[config.mk]
export PLATFORM = sky130hd
export DESIGN_NAME = stack_ptr_unit
export DESIGN_NICKNAME = d
export VERILOG_FILES = /design/src/rtl/stkp_pkg.sv /design/src/rtl/stkp_arbiter.sv /design/src/rtl/stkp_seq.sv /design/src/rtl/stkp_ptr_reg.sv /design/src/rtl/stack_ptr_unit.sv
export SDC_FILE = /design/constraint.sdc
export NUM_CORES = 1
export LEC_CHECK = 0
export BUFFER_PORTS_ARGS = -buffer_cell sky130_fd_sc_hd__buf_2
export CAP_MARGIN = 20
export CORE_MARGIN = 3
export CORE_UTILIZATION = 57
export DETAILED_ROUTE_END_ITERATION = 12
export MAX_ROUTING_LAYER = met4
export PLACE_DENSITY = 0.84
export SYNTH_ARGS = -nofsm -noshare
export SYNTH_HDL_FRONTEND = slang
export SYNTH_SLANG_ARGS = --single-unit
[constraint.sdc]
create_clock -name clk -period 9.5 [get_ports clk]
set_input_delay 0.475 -clock clk [delete_from_list [all_inputs] [get_ports clk]]
set_output_delay 0.475 -clock clk [all_outputs]
set_load 0.01 [all_outputs]
[src/rtl/stkp_pkg.sv]
package stkp_pkg;

    localparam int SP_W   = 16;
    localparam int BYTE_W = 8;
    localparam int CNT_W  = 4;

    typedef enum logic [2:0] {
        OP_NONE,
        OP_PUSH,
        OP_POP,
        OP_CALL,
        OP_RET,
        OP_IO
    } op_e;

    typedef enum logic [1:0] {
        STEP_HOLD,
        STEP_DEC,
        STEP_INC
    } step_e;

    typedef enum logic [1:0] {
        MODE_IDLE,
        MODE_CALL,
        MODE_RET
    } mode_e;

    typedef struct packed {
        mode_e              mode;
        logic [CNT_W-1:0]   cnt;
    } seq_t;

    function automatic logic below_floor(input logic [SP_W-1:0] val,
                                         input logic [SP_W-1:0] floor);
        return val <= floor;
    endfunction

endpackage

[src/rtl/stkp_arbiter.sv]
module stkp_arbiter
    import stkp_pkg::*;
(
    input  logic busy,
    input  logic push_req,
    input  logic pop_req,
    input  logic call_req,
    input  logic ret_req,
    input  logic io_req,
    output op_e  op
);
    always_comb begin
        op = OP_NONE;
        if (!busy) begin
            if (push_req)      op = OP_PUSH;
            else if (pop_req)  op = OP_POP;
            else if (call_req) op = OP_CALL;
            else if (ret_req)  op = OP_RET;
            else if (io_req)   op = OP_IO;
        end
    end
endmodule

[src/rtl/stkp_seq.sv]
module stkp_seq
    import stkp_pkg::*;
#(
    parameter int PC_BYTES = 2
)(
    input  logic             clk,
    input  logic             rst,
    input  op_e              op,
    output step_e            step,
    output logic             pc_acc,
    output logic [CNT_W-1:0] pc_idx,
    output logic             busy
);
    localparam logic [CNT_W-1:0] LAST = CNT_W'(PC_BYTES - 1);
    localparam bit MULTI = (PC_BYTES > 1);

    seq_t cur, nxt;

    always_comb begin
        step   = STEP_HOLD;
        pc_acc = 1'b0;
        pc_idx = '0;
        nxt    = cur;
        unique case (cur.mode)
            MODE_CALL: begin
                step   = STEP_DEC;
                pc_acc = 1'b1;
                pc_idx = cur.cnt;
                nxt.cnt = cur.cnt + 1'b1;
                if (cur.cnt == LAST) nxt = '{mode: MODE_IDLE, cnt: '0};
            end
            MODE_RET: begin
                step   = STEP_INC;
                pc_acc = 1'b1;
                pc_idx = LAST - cur.cnt;
                nxt.cnt = cur.cnt + 1'b1;
                if (cur.cnt == LAST) nxt = '{mode: MODE_IDLE, cnt: '0};
            end
            default: begin
                unique case (op)
                    OP_PUSH: step = STEP_DEC;
                    OP_POP:  step = STEP_INC;
                    OP_CALL: begin
                        step   = STEP_DEC;
                        pc_acc = 1'b1;
                        pc_idx = '0;
                        if (MULTI) nxt = '{mode: MODE_CALL, cnt: CNT_W'(1)};
                    end
                    OP_RET: begin
                        step   = STEP_INC;
                        pc_acc = 1'b1;
                        pc_idx = LAST;
                        if (MULTI) nxt = '{mode: MODE_RET, cnt: CNT_W'(1)};
                    end
                    default: step = STEP_HOLD;
                endcase
            end
        endcase
    end

    always_ff @(posedge clk) begin
        if (rst) cur <= '{mode: MODE_IDLE, cnt: '0};
        else     cur <= nxt;
    end

    assign busy = (cur.mode != MODE_IDLE);

    AST_SEQ_BOUND: assert property (@(posedge clk) disable iff (rst)
        busy |-> (cur.cnt != '0 && cur.cnt <= LAST));
    AST_SEQ_KEEPS_MODE: assert property (@(posedge clk) disable iff (rst)
        (busy && cur.cnt != LAST) |=> (cur.mode == $past(cur.mode)));
    AST_BUSY_IS_PC: assert property (@(posedge clk) disable iff (rst)
        busy |-> pc_acc);

endmodule

[src/rtl/stkp_ptr_reg.sv]
module stkp_ptr_reg
    import stkp_pkg::*;
#(
    parameter logic [SP_W-1:0] RESET_SP = 16'h3FFF,
    parameter logic [SP_W-1:0] FLOOR    = 16'h2000
)(
    input  logic              clk,
    input  logic              rst,
    input  step_e             step,
    input  logic              wr_lo,
    input  logic              wr_hi,
    input  logic [BYTE_W-1:0] wdata,
    output logic [SP_W-1:0]   sp,
    output logic              lim_err
);
    logic [SP_W-1:0] sp_nxt;
    logic            io_any;

    assign io_any = wr_lo | wr_hi;

    always_comb begin
        unique case (step)
            STEP_DEC: sp_nxt = sp - 1'b1;
            STEP_INC: sp_nxt = sp + 1'b1;
            default:  sp_nxt = {wr_hi ? wdata : sp[SP_W-1:BYTE_W],
                                wr_lo ? wdata : sp[BYTE_W-1:0]};
        endcase
    end

    always_ff @(posedge clk) begin
        if (rst) begin
            sp      <= RESET_SP;
            lim_err <= 1'b0;
        end else begin
            sp <= sp_nxt;
            if (io_any) lim_err <= below_floor(sp_nxt, FLOOR);
        end
    end

    AST_PUSH_DEC: assert property (@(posedge clk) disable iff (rst)
        (step == STEP_DEC) |=> (sp == $past(sp) - 1'b1));
    AST_POP_INC: assert property (@(posedge clk) disable iff (rst)
        (step == STEP_INC) |=> (sp == $past(sp) + 1'b1));
    AST_LO_KEEPS_HI: assert property (@(posedge clk) disable iff (rst)
        (step == STEP_HOLD && wr_lo && !wr_hi) |=> $stable(sp[SP_W-1:BYTE_W]));
    AST_HI_KEEPS_LO: assert property (@(posedge clk) disable iff (rst)
        (step == STEP_HOLD && wr_hi && !wr_lo) |=> $stable(sp[BYTE_W-1:0]));
    AST_LIM_HOLD: assert property (@(posedge clk) disable iff (rst)
        !io_any |=> $stable(lim_err));

endmodule

[src/rtl/stack_ptr_unit.sv]
module stack_ptr_unit
    import stkp_pkg::*;
#(
    parameter int SRAM_BASE   = 32'h2000,
    parameter int SRAM_BYTES  = 32'h2000,
    parameter int STACK_FLOOR = 32'h2000,
    parameter int PC_BYTES    = 2
)(
    input  logic                 clk,
    input  logic                 rst,
    input  logic                 push_req,
    input  logic                 pop_req,
    input  logic                 call_req,
    input  logic                 ret_req,
    input  logic                 io_lo_we,
    input  logic                 io_hi_we,
    input  logic [7:0]           io_wdata,
    output logic [15:0]          mem_addr,
    output logic                 mem_we,
    output logic                 mem_re,
    output logic                 mem_pc_acc,
    output logic [3:0]           mem_pc_idx,
    output logic                 busy,
    output logic [15:0]          sp_val,
    output logic                 limit_err
);
    localparam logic [SP_W-1:0] RESET_SP = SP_W'(SRAM_BASE + SRAM_BYTES - 1);
    localparam logic [SP_W-1:0] FLOOR_V  = SP_W'(STACK_FLOOR);

    op_e   op;
    step_e step;
    logic  wr_lo, wr_hi;

    stkp_arbiter u_arb (
        .busy     (busy),
        .push_req (push_req),
        .pop_req  (pop_req),
        .call_req (call_req),
        .ret_req  (ret_req),
        .io_req   (io_lo_we | io_hi_we),
        .op       (op)
    );

    stkp_seq #(.PC_BYTES(PC_BYTES)) u_seq (
        .clk    (clk),
        .rst    (rst),
        .op     (op),
        .step   (step),
        .pc_acc (mem_pc_acc),
        .pc_idx (mem_pc_idx),
        .busy   (busy)
    );

    assign wr_lo = (op == OP_IO) && io_lo_we;
    assign wr_hi = (op == OP_IO) && io_hi_we;

    stkp_ptr_reg #(.RESET_SP(RESET_SP), .FLOOR(FLOOR_V)) u_ptr (
        .clk     (clk),
        .rst     (rst),
        .step    (step),
        .wr_lo   (wr_lo),
        .wr_hi   (wr_hi),
        .wdata   (io_wdata),
        .sp      (sp_val),
        .lim_err (limit_err)
    );

    assign mem_we   = (step == STEP_DEC);
    assign mem_re   = (step == STEP_INC);
    assign mem_addr = mem_re ? sp_val + 1'b1 : sp_val;

    AST_ACC_EXCL: assert property (@(posedge clk) disable iff (rst)
        $onehot0({mem_we, mem_re}));
    AST_PC_NEEDS_ACC: assert property (@(posedge clk) disable iff (rst)
        mem_pc_acc |-> (mem_we || mem_re));
    AST_BUSY_NO_IO: assert property (@(posedge clk) disable iff (rst)
        (busy && (io_lo_we || io_hi_we)) |-> (mem_we || mem_re));
    AST_IDX_RANGE: assert property (@(posedge clk) disable iff (rst)
        mem_pc_acc |-> (int'(mem_pc_idx) < PC_BYTES));

endmodule

Yosys cells after proc, flatten, opt, wreduce, memory -nomap -nowiden

Cells that the tools add are included.

Bits in registers: 23
Input bits: 16
Word-level logic and storage cells: 50

Add/subtract/negate cells: 4
Order comparisons: 1
Equality and inequality tests: 11
Mux-type cells: 19
Bitwise gates (word level): 2
Reductions and logical operators: 9

Operator list:

| operator                | number |
|---|---|
| $pmux W16 S2            | 1 |
| $mux W3                 | 6 |
| $add A16 B1 Y16 const B | 1 |
| $le A16 B14 Y1 const B  | 1 |
| $mux W16                | 1 |
| $mux W8                 | 2 |
| $sub A16 B1 Y16 const B | 1 |
| $mux W6                 | 2 |
| $pmux W6 S2             | 1 |
| $pmux W2 S2             | 2 |
| $pmux W4 S2             | 1 |
| $reduce_or A2 Y1        | 4 |
| $eq A3 B2 Y1 const B    | 2 |
| $eq A3 B3 Y1 const B    | 2 |
| $add A4 B1 Y4 const B   | 1 |
| $eq A2 B1 Y1 const B    | 2 |
| $eq A2 B2 Y1 const B    | 2 |
| $eq A4 B1 Y1 const B    | 1 |
| $sub A1 B4 Y4 const A   | 1 |
| $eq A3 B1 Y1 const B    | 1 |
| $mux W1                 | 3 |
| $reduce_bool A3 Y1      | 1 |
| $logic_and A1 B1 Y1     | 2 |
| $ne A2 B1 Y1 const B    | 1 |
| other kinds (3)         | 4 |

Logic depth before layout (Yosys ltp)

Word-level depth: 14
Gate-level depth with buffers: 16

Modules after synthesis

A second synthesis with hierarchy kept.

Cells, all modules: 335
Area, all modules: 2757.6 sq um

By module, submodules not included:

| module         | instances | cells an instance | area each (sq um) | seq. area each (sq um) |
|---|---|---|---|---|
| stkp_ptr_reg   | 1         | 222               | 1863.0            | 340.3 |
| stkp_seq       | 1         | 60                | 495.5             | 120.1 |
| stack_ptr_unit | 1         | 45                | 349.1             | 0.0 |
| stkp_arbiter   | 1         | 8                 | 50.0              | 0.0 |

Worst setup path after synthesis

Ideal clock, no wire load.

Path type: register -> register
Start point: reg u_seq.cur[4] in the netlist's numbering
End point: reg u_ptr.lim_err
Data arrival time: 3.507 ns
Path slack: 5.933 ns
Stages on the path, launching flop included: 16
Period minus slack after synthesis: 3.567 ns
Cells stage by stage: dfxtp_1 -> inv_1 -> ha_1 -> nand3_1 -> nor3b_1 -> a31oi_1 -> o21ai_0 -> inv_1 -> ha_1 -> and3b_1 -> mux4_2 -> or4_1 -> a21o_1 -> a2111o_1 -> o31ai_1 -> and3b_1

Longest elaborated chain between the ends: 9

RTL lines:

| item                                 | line                 | text |
|---|---|---|
| start, declared                      | stkp_seq.sv:17       | `seq_t cur, nxt;` |
| start signal, assigned               | stkp_seq.sv:62       | `if (rst) cur <= '{mode: MODE_IDLE, cnt: '0};` |
| start signal, assigned               | stkp_seq.sv:63       | `else cur <= nxt;` |
| $reduce_bool A2 Y1                   | stkp_seq.sv:66       | `assign busy = (cur.mode != MODE_IDLE);` |
| $mux W3                              | stkp_arbiter.sv:14   | `if (!busy) begin` |
| $eq A3 B2 Y1 (tied with other cells) | stkp_seq.sv:40       | `unique case (op)` |
| $reduce_or A2 Y1 (no line)           | n/a                  |  |
| $pmux W2 S2                          | stkp_seq.sv:40       |  |
| $pmux W2 S2 *                        | stkp_seq.sv:24       | `unique case (cur.mode)` |
| $eq A2 B1 Y1 *                       | n/a                  |  |
| via mem_we                           | stack_ptr_unit.sv:19 | `output logic mem_we,` |
| $pmux W16 S2 *                       | stkp_ptr_reg.sv:22   | `unique case (step)` |
| $le A16 B14 Y1 *                     | stkp_pkg.sv:35       | `return val <= floor;` |
| end signal, assigned                 | stkp_ptr_reg.sv:36   | `if (io_any) lim_err <= below_floor(sp_nxt, FLOOR);` |
| end, declared                        | stkp_ptr_reg.sv:14   | `output logic lim_err` |

Mark *: on every way through the listed nets, which the timed path passes. The rest lies on a longest branch.
A chain may end at the register's enable or synchronous reset.

Worst setup path after layout

Start point: reg u_seq.cur[4] in the netlist's numbering
End point: out mem_addr[8]

Longest elaborated chain between the ends: 8

RTL lines:

| item                                 | line                 | text |
|---|---|---|
| $reduce_bool A2 Y1                   | stkp_seq.sv:66       |  |
| $mux W3                              | stkp_arbiter.sv:14   |  |
| $eq A3 B2 Y1 (tied with other cells) | stkp_seq.sv:40       |  |
| $reduce_or A2 Y1 (no line)           | n/a                  |  |
| $pmux W2 S2                          | stkp_seq.sv:40       |  |
| $pmux W2 S2 *                        | stkp_seq.sv:24       |  |
| $eq A2 B2 Y1 *                       | stack_ptr_unit.sv:69 | `assign mem_re = (step == STEP_INC);` |
| $mux W16 *                           | stack_ptr_unit.sv:70 | `assign mem_addr = mem_re ? sp_val + 1'b1 : sp_val;` |
| end, declared                        | stack_ptr_unit.sv:18 | `output logic [15:0] mem_addr,` |

Mark *: on every way between the ends. The rest lies on a longest branch, timed or not.

==> results.toml <==
[cts]
post_cts_buffers = 0
cts_root_buf = "clkbuf_8"
post_cts_resized = 0
cts_tree = "done"
clk_path_buf_depth = 2
clk_latency_ns = 0.27
cts_buffers = 3
clkTransAtPathRegs_ns = 0.09
hold_buffers = 0
clkSinkCount = 23
ctsHtreeMaxLevel = 1

[global_route]
grt_util_all_layers = 0.310
antenna_found_initial = 0
grt_pass1_vias = 2546
grt_pass1_wl_um = 12700
grt_max_degree = 31
grt_overflow = 0

[synthesis]
synth_nets = 370
synthArstFlopShare = 0
synth_area_per_cell_um2 = 7.27
syn_area_mm2 = 0.00249
netlist_instances = 343
synth_edf_count = 0
synth-main-ff-cell = "dfxtp_1"
ys_seq_area_frac = 0.185
yosysUniqueCellTypes = 58
ys_ff_latch = 23
ys_warn_count = 0

[sta]
hold_violations = 0
fmax_mhz = 239
hold_ws_ns = 0.532
slew_violations = 0
worst_slew_pin_slew_ns = 0.959
fin_skew_ns = 0.00220
setup_violations = 0
finalCritPeriodShare = 0.440
setup_ws_ns = 5.32
slew_headroom = 0.360
tns_ns = 0
rsz0062_at_grt = "no"
period_minus_slack_ns = 4.18

[power_and_ir_drop]
p_leak_nw = 1.18
power-per-cell-area_mw_per_mm2 = 188
ir_worst_vdd_v = 0.000111
p_total_uw = 524

[floorplan]
io_pins = 57
dieArea_mm2 = 0.00520
rows = 23
dieHeight_um = 72.1
start_util = 0.606
die_width_um = 72.1
core-area_mm2 = 0.00412

[route]
drt_wl_total_um = 7910
drc = 0
postRouteAntennaNets = 0
vias = 2844
avgViaCountPerCell = 6.64
wl_per_cell_um = 18.5
drt_iter0_drc = 457
firstDrtPassIters = 5

[placement]
pre_cts_slack_ns = 5.42
place_inst = 424
gp_congestion = 1.03
placed_cell_area_mm2 = 0.00274
dp_hpwl_um = 5870
port_buffers = 56

[setup_path]
crit_chain = "inv_1 -> ha_1 -> nand3_1 -> nor3b_1 -> a31oi_1 -> o21ai_0 -> ha_1 -> inv_1 -> or3_1 -> xnor2_1 -> buf_2"
cpLargestDelayFamily = "adder cells"
crit_type = "flip-flop to primary output"
required_ns = 9.03
worstPathArrival_ns = 3.70
critPathCaptureType = "primary output"
path_max_fanout = 28
critPathMaxStageDelay_ns = 0.84
start_kind = "flip-flop"
critical_path_buf_inv_count = 3
slowest_stage = "ha_1"

[final_layout]
n_fill_cell = 352
regArea_um2 = 460
fin_cells = 428
drive_gt1_frac = 0.193
mostFrequentLayoutCell = "buf_2"
post-route-util = 0.676
areaGrowthSynthToFinish_pct = 11.6
n_antenna_cell = 0
final_cell_mix = "buf_2, nand2_1, dfxtp_1, nor2_1, inv_1"
multi_input_comb_area_mm2 = 0.00186
design_area_mm2 = 0.00278
fin_nets = 406

[outcome]
status = "complete, no violations"

[job]
drv_cap = 0

[min_path]
hp-class = "input port to flip-flop"
final cells by class:
cell class | count | share of cell area
clock buffers | 3 | 0.0148
inverters | 18 | 0.0243
flip-flops and latches | 23 | 0.165
clock inverters | 1 | 0.00180
multi-input cells | 276 | 0.668
well taps | 50 | 0.0225
repair buffers | 57 | 0.103
sequential cells by signal, indices dropped and copies added (netlist names):
register,count
u_ptr.lim_err,1
u_seq.cur,6
u_ptr.sp,16
cells by family (layout without fill, tap and decap cells):
logic type                 Yosys count  count (layout)  synth area share
and+or+nand+nor                    148             148             0.326
AOI/OAI and AO/OA                   87              87             0.246
adders and majority gates           11              11            0.0552
xor gates and xnor gates            17              17            0.0597
muxes                               13              13            0.0587
DFF                                 23              23             0.185
buffers and inverters               44              79            0.0697
report_power, final:
part	internal, mW	leakage (nW)	total (mW)	switching (mW)
Clock	0.0293	0.0255	0.0634	0.0340
Sequential	0.113	0.189	0.170	0.0567
Combinational	0.116	0.962	0.291	0.175
worst reg2reg max path: cells and delay by family, from the launching register on:
kind	cells	cell delay (ns)
and+or+nand+nor	5	1.41
AOI/OAI and AO/OA	5	1.08
adders and majority gates	2	0.67
muxes	1	0.44
DFF	1	0.33
buffers and inverters	2	0.18
path summary, 6_finish.rpt:
check                               end  slack [ns]  cells past startpoint                      start
max                         mem_addr[8]        5.32                     11  u_seq.cur[4]$_SDFFE_PP0P_
min           u_seq.cur[4]$_SDFFE_PP0P_        0.53                      3                   call_req
max reg2reg  u_ptr.lim_err$_SDFFE_PP0P_        5.34                     15  u_seq.cur[4]$_SDFFE_PP0P_
min reg2reg   u_seq.cur[5]$_SDFFE_PP0P_        0.55                      2  u_seq.cur[5]$_SDFFE_PP0P_
cell usage after synthesis (2+ instances only):
cell type / number / area share
nand2b_1: 13 / 0.033
o211ai_1: 4 / 0.012
a21oi_1: 13 / 0.026
o211a_1: 3 / 0.012
ha_1: 11 / 0.055
nand2_1: 29 / 0.044
buf_2: 4 / 0.0080
nand3_1: 14 / 0.028
mux2_2: 3 / 0.014
xnor2_1: 11 / 0.039
o31ai_1: 6 / 0.018
a211o_1: 3 / 0.011
nor3_1: 12 / 0.024
mux2i_1: 9 / 0.036
and4_1: 2 / 0.0070
nor2b_1: 5 / 0.013
and4b_1: 2 / 0.0080
o21a_1: 2 / 0.0060
nor2_1: 21 / 0.032
or2_2: 4 / 0.010
or3_1: 7 / 0.018
xor2_1: 6 / 0.021
a21boi_0: 3 / 0.0090
a21o_1: 7 / 0.021
or4_1: 5 / 0.015
nor3b_1: 4 / 0.012
o21bai_1: 2 / 0.0060
nor4_1: 11 / 0.028
and3b_1: 2 / 0.0070
o221ai_1: 2 / 0.0070
a22oi_1: 2 / 0.0060
dfxtp_1: 23 / 0.18
o21ai_0: 15 / 0.030
o22ai_1: 2 / 0.0050
nand4_1: 11 / 0.028
a31oi_1: 4 / 0.010
o41ai_1: 4 / 0.014
inv_1: 18 / 0.027
clkbuf_1: 20 / 0.030
a211oi_1: 6 / 0.018
routing by layer:
metal | track usage | up-vias | wire length [um]
met5 | - | - | 0
met3 | 0.0526 | 12 | 802
met4 | 0.0731 | 0 | 85
li1 | - | 1341 | -
met1 | 0.424 | 1310 | 3450
met2 | 0.474 | 181 | 3580
Note: power is estimated with default switching activity, not from simulation.
